$ cat config.mk
export PLATFORM = sky130hd
export DESIGN_NAME = gpio_pad_ctrl
export DESIGN_NICKNAME = d
export VERILOG_FILES = /design/src/rtl/gpio_pkg.sv /design/src/rtl/gpio_cfg_regs.sv /design/src/rtl/gpio_in_sync.sv /design/src/rtl/gpio_pin_cell.sv /design/src/rtl/gpio_pad_ctrl.sv
export SDC_FILE = /design/constraint.sdc
export NUM_CORES = 1
export LEC_CHECK = 0
export BUFFER_PORTS_ARGS = -buffer_cell sky130_fd_sc_hd__buf_4
export CORE_MARGIN = 8
export CORE_UTILIZATION = 52
export CTS_CLUSTER_DIAMETER = 80
export DETAILED_ROUTE_END_ITERATION = 10
export PLACE_DENSITY_LB_ADDON = 0.3
export SETUP_SLACK_MARGIN = 0.5
export SLEW_MARGIN = 30
export SYNTH_ARGS = -nofsm -noshare
export SYNTH_HDL_FRONTEND = slang
export SYNTH_SLANG_ARGS = --single-unit
$ cat constraint.sdc
create_clock -name clk -period 3.3 [get_ports clk]
set_clock_uncertainty 0.05 [all_clocks]
set_input_delay 0.165 -clock clk [delete_from_list [all_inputs] [get_ports clk]]
set_output_delay 0.165 -clock clk [all_outputs]
set_load 0.02 [all_outputs]
$ cat src/rtl/gpio_pkg.sv
package gpio_pkg;
    localparam int unsigned NPINS  = 8;
    localparam int unsigned ADDR_W = 3;

    localparam logic [ADDR_W-1:0] A_MODE  = 3'd0;
    localparam logic [ADDR_W-1:0] A_PP    = 3'd1;
    localparam logic [ADDR_W-1:0] A_LATCH = 3'd2;
    localparam logic [ADDR_W-1:0] A_CTRL  = 3'd3;
    localparam logic [ADDR_W-1:0] A_INPUT = 3'd4;

    typedef struct packed {
        logic [NPINS-1:0] dig;
        logic [NPINS-1:0] pp;
        logic [NPINS-1:0] latch;
        logic             xen;
        logic             wpud;
    } cfg_t;

    typedef struct packed {
        logic [NPINS-1:0] s1;
        logic [NPINS-1:0] s2;
    } sync_t;
endpackage

$ cat src/rtl/gpio_cfg_regs.sv
module gpio_cfg_regs
    import gpio_pkg::*;
(
    input  logic              clk,
    input  logic              rst_n,
    input  logic              we,
    input  logic [ADDR_W-1:0] addr,
    input  logic [NPINS-1:0]  wdata,
    input  logic [NPINS-1:0]  in_val,
    output logic [NPINS-1:0]  rdata,
    output cfg_t              cfg
);
    cfg_t cfg_d, cfg_q;

    always_comb begin
        cfg_d = cfg_q;
        if (we) begin
            unique case (addr)
                A_MODE:  cfg_d.dig   = wdata;
                A_PP:    cfg_d.pp    = wdata;
                A_LATCH: cfg_d.latch = wdata;
                A_CTRL: begin
                    cfg_d.xen  = wdata[0];
                    cfg_d.wpud = wdata[1];
                end
                default: cfg_d = cfg_q;
            endcase
        end
    end

    always_ff @(posedge clk) begin
        if (!rst_n) begin
            cfg_q.dig   <= '1;
            cfg_q.pp    <= '0;
            cfg_q.latch <= '1;
            cfg_q.xen   <= 1'b0;
            cfg_q.wpud  <= 1'b0;
        end else begin
            cfg_q <= cfg_d;
        end
    end

    always_comb begin
        unique case (addr)
            A_MODE:  rdata = cfg_q.dig;
            A_PP:    rdata = cfg_q.pp;
            A_LATCH: rdata = cfg_q.latch;
            A_CTRL:  rdata = {{(NPINS-2){1'b0}}, cfg_q.wpud, cfg_q.xen};
            A_INPUT: rdata = in_val;
            default: rdata = '0;
        endcase
    end

    assign cfg = cfg_q;

    // a write to the latch address lands on the next edge
    a_r12_latch_write: assert property (@(posedge clk) disable iff (!rst_n)
        (we && addr == A_LATCH) |=> (cfg_q.latch == $past(wdata)));

    // a write to a read-only or unmapped address leaves the configuration alone
    a_r12_ro_ignored: assert property (@(posedge clk) disable iff (!rst_n)
        (we && addr >= A_INPUT) |=> $stable(cfg_q));
endmodule

$ cat src/rtl/gpio_in_sync.sv
module gpio_in_sync
    import gpio_pkg::*;
(
    input  logic             clk,
    input  logic             rst_n,
    input  logic [NPINS-1:0] pad,
    output logic [NPINS-1:0] synced
);
    sync_t sy_d, sy_q;

    always_comb begin
        sy_d.s1 = pad;
        sy_d.s2 = sy_q.s1;
    end

    always_ff @(posedge clk) begin
        if (!rst_n) sy_q <= '0;
        else        sy_q <= sy_d;
    end

    assign synced = sy_q.s2;
endmodule

$ cat src/rtl/gpio_pin_cell.sv
module gpio_pin_cell (
    input  logic clk,
    input  logic rst_n,
    input  logic dig,
    input  logic pp,
    input  logic outv,
    input  logic xen,
    input  logic wpud,
    output logic drv_hi,
    output logic drv_lo,
    output logic pu
);
    logic active;

    always_comb begin
        active = xen & dig;
        drv_hi = active & pp & outv;
        drv_lo = active & ~outv;
        pu     = dig & ~wpud & ~drv_hi & ~drv_lo;
    end

    // an open-drain pin never drives high
    a_r5_od_no_high: assert property (@(posedge clk) disable iff (!rst_n)
        !pp |-> !drv_hi);

    // both drivers are never on together
    a_r4_no_contention: assert property (@(posedge clk) disable iff (!rst_n)
        !(drv_hi && drv_lo));

    // no pull-up while the pad is driven
    a_r7_pu_off_driven: assert property (@(posedge clk) disable iff (!rst_n)
        (drv_hi || drv_lo) |-> !pu);

    // the global disable removes every pull-up
    a_r8_pu_global_off: assert property (@(posedge clk) disable iff (!rst_n)
        wpud |-> !pu);

    // an analog pin is completely passive
    a_r2_analog_idle: assert property (@(posedge clk) disable iff (!rst_n)
        !dig |-> !(drv_hi || drv_lo || pu));

    // no drivers without the crossbar enabled
    a_r3_xbar_off: assert property (@(posedge clk) disable iff (!rst_n)
        !xen |-> !(drv_hi || drv_lo));
endmodule

$ cat src/rtl/gpio_pad_ctrl.sv
module gpio_pad_ctrl
    import gpio_pkg::*;
(
    input  logic              clk,
    input  logic              rst_n,
    input  logic              reg_we,
    input  logic [ADDR_W-1:0] reg_addr,
    input  logic [NPINS-1:0]  reg_wdata,
    output logic [NPINS-1:0]  reg_rdata,
    input  logic [NPINS-1:0]  periph_sel,
    input  logic [NPINS-1:0]  periph_out,
    input  logic [NPINS-1:0]  pad_in,
    output logic [NPINS-1:0]  pin_in,
    output logic [NPINS-1:0]  pad_drv_hi,
    output logic [NPINS-1:0]  pad_drv_lo,
    output logic [NPINS-1:0]  pad_pu_en
);
    cfg_t             cfg;
    logic [NPINS-1:0] synced;
    logic [NPINS-1:0] in_val;
    logic [NPINS-1:0] out_val;

    gpio_in_sync u_sync (
        .clk    (clk),
        .rst_n  (rst_n),
        .pad    (pad_in),
        .synced (synced)
    );

    assign in_val = synced & cfg.dig;
    assign pin_in = in_val;

    gpio_cfg_regs u_regs (
        .clk    (clk),
        .rst_n  (rst_n),
        .we     (reg_we),
        .addr   (reg_addr),
        .wdata  (reg_wdata),
        .in_val (in_val),
        .rdata  (reg_rdata),
        .cfg    (cfg)
    );

    for (genvar i = 0; i < NPINS; i++) begin : g_pin
        assign out_val[i] = (cfg.xen && periph_sel[i]) ? periph_out[i] : cfg.latch[i];

        gpio_pin_cell u_cell (
            .clk    (clk),
            .rst_n  (rst_n),
            .dig    (cfg.dig[i]),
            .pp     (cfg.pp[i]),
            .outv   (out_val[i]),
            .xen    (cfg.xen),
            .wpud   (cfg.wpud),
            .drv_hi (pad_drv_hi[i]),
            .drv_lo (pad_drv_lo[i]),
            .pu     (pad_pu_en[i])
        );
    end

    // analog pins never report a 1
    a_r10_analog_zero: assert property (@(posedge clk) disable iff (!rst_n)
        (pin_in & ~cfg.dig) == '0);
endmodule

==> results.md <==
* Status: complete, no violations
* Initial DRC count at around 140
* Worst slew pin tran at 0.7796 ns
* Synthesized instance count at between 200 and 300
* PD cells at 389.5 nW/um^2
* Hold Path Class: input pin to flip-flop
* DIE HEIGHT at 81.35 um
* Setup_tns at 0 ns
* Synth unique cells at 30
* Mapped Avg Cell Area at 8.349 um^2
* WP data required at 3.08 ns
* Root buf cell: clkbuf_8
* # IOs at 78
* Setup CP Type: flip-flop to primary output
* Final Core Density at 0.6648
* Via count at 1,981
* Std-Cell Rows at 23
* Minimum clock period at 1.936 ns
* Post-DP HPWL at ~4200 um
* Top-count cell post-synth: dfxtp_1
* TritonCTS sink count at 42
* Post-place setup slack at around 1.6 ns
* Antenna diode count at 0
* Port Buf Inserts at 77
* Overall global routing resource usage at 0.1717
* Yosys top cell by area: dfxtp_1
* Core Footprint at 4058 um^2
* Remaining antenna violation count after routing at 0
* Syn. warnings at 0
* Largest net degree at the start of global routing at 51
* RSZ-0062 raised after global routing: false
* Share of layout cells above drive strength 1 at 0.2894
* Initial antenna violation count at 0
* FF+latch area at ~840 um^2
* Routed wire length per instance at 16.17 um
* Number of synthesized flops with an enable pin at 0
* Setup ws final at 1.364 ns
* Share of the synthesized area in the top cell type at 0.3786
* # Post-CTS Setup Buffers at 0
* Multi-input gate area at about 1100 um^2
* Max Freq at 516.4 MHz
* Commonest cells post-synth: dfxtp_1 (42), nand2_1 (38), buf_4 (26), nand3_1 (25), and2_1 (24)
* DRC at 0
* Leak at 1.245 nW
* Mapped cell area at 2221 um^2
* Max-slew violations at 0
* Synth top area cells: dfxtp_1 (38%), buf_4 (8.8%), mux2i_1 (7.2%)
* Final cell count without fillers at 361
* Pwr Total at 0.001051 W
* Drt pass-1 iters at 4
* Max-Cap Viols at 0
* Ys flop type: dfxtp_1
* Clock Latency Late Sink at 0.29 ns
* Final setup viols at 0
* H-Tree Depth at 2
* Max_slew headroom at 0.4795
* Clock tree buffer depth at 2
* CTS tree: done
* Die Wd at 81.35 um
* FF+latch count, synth at 42
* Vias in the first global route at 1,844
* Die ar. at roughly 6600 um^2
* Congestion Overflow GR at 0
* DR vias/cell at ~5.5
* Post_cts resized at 0
* Placed insts at 353
* Sequential share of the synthesized area at 0.3786
* WL final at 5838 um
* Mapped Nets at around 300
* Fillers at 373
* Area growth syn-to-layout at 21.46%
* CP Launch Type: flip-flop
* Crit-path max FO at 26
* Worst vdd ir at between 0.0003 and 0.0004 V
* Critical path endpoint category: primary output
* Starting Density at 0.5473
* Final hold vios at 0
* Ys async rst share at 0
* Worst EP arrival at 1.72 ns
* Period utilization at 0.5868
* First-pass GRT wire length at roughly 9000 um
* CTS Buf Count at 5
* Routability congestion estimate at 0.7740
* Worst-path clk slew at roughly 0.080 ns
* Post-CTS Hold Fix Bufs at 0
* Final nets at 348
==> where the power goes <==
group          switching (W)  leakage (nW)  internal, W
Clock               0.000164        0.0482     0.000169
Combinational      0.0000923         0.853    0.0000879
Sequential         0.0000135         0.344     0.000524
Total               0.000270          1.25     0.000781
==> metal layers <==
metal  up-vias  GRT usage  share of wire
met5         -          0              0
met4         0    0.05893          0.011
met3         7    0.04967          0.088
met2        69     0.3087           0.50
met1       930     0.1871           0.40
li1        975          -              -
==> flip-flops by register name, indices dropped and copies added, names as in the netlist <==
| register | count |
|---|---|
| u_regs.cfg | 26 |
| u_sync.sy_d | 8 |
| u_sync.synced | 8 |
==> layout make-up <==
cell class	count	share of cell area
Clock inverter	1	0.001855
Tap cell	50	0.02319
Multi-Input combinational cell	180	0.4100
Sequential cell	42	0.3117
Inverter	3	0.004174
Timing Repair Buffer	78	0.2171
Clock buffer	7	0.03200
==> worst paths after layout <==
path	startpoint	endpoint	slack, ns	depth (start not counted)
worst max-delay path	u_regs.cfg[1]$_SDFFE_PN0P_	reg_rdata[0]	1.36	4
worst min-delay path	pad_in[6]	u_sync.sy_d[6]$_SDFF_PN0_	0.03	2
worst max register to register	u_regs.cfg[1]$_SDFFE_PN0P_	u_regs.cfg[1]$_SDFFE_PN0P_	2.08	2
worst min register to register	u_sync.sy_d[4]$_SDFF_PN0_	u_sync.synced[4]$_SDFF_PN0_	0.38	1
==> layout by cell type (no fill, tap or decap), types with 3 or more instances in the layout <==
cell type	n
a32oi_1	7
and2_1	24
and3_1	8
and3b_1	7
buf_4	78
clkbuf_8	6
dfxtp_1	42
inv_1	3
mux2i_1	16
nand2_1	38
nand2b_1	8
nand3_1	25
nor2_1	8
o21ai_0	17
o22ai_1	7
==> kinds of logic after synthesis <==
family,share of synthesized area
buffers and inverters,0.1262
DFF,0.3786
and+or+nand+nor,0.3155
muxes,0.07718
AOI/OAI and AO/OA,0.1025
==> through the flow <==
step	hold slack, ns	cell area (um^2)
2_1_floorplan	0.2390	2221
3_3_place_gp	0.3219	2606
3_5_place_dp	0.3275	2606
4_1_cts	0.02026	2698
5_1_grt	0.03078	2698
6_report	0.02775	2698
==> critical path, stage by stage (launching register included) <==
cell	delay [ns]
dfxtp_1	0.83
mux2_2	0.29
nand2_1	0.05
o21ai_1	0.11
buf_4	0.16
Power figures use the tool's default switching activity.
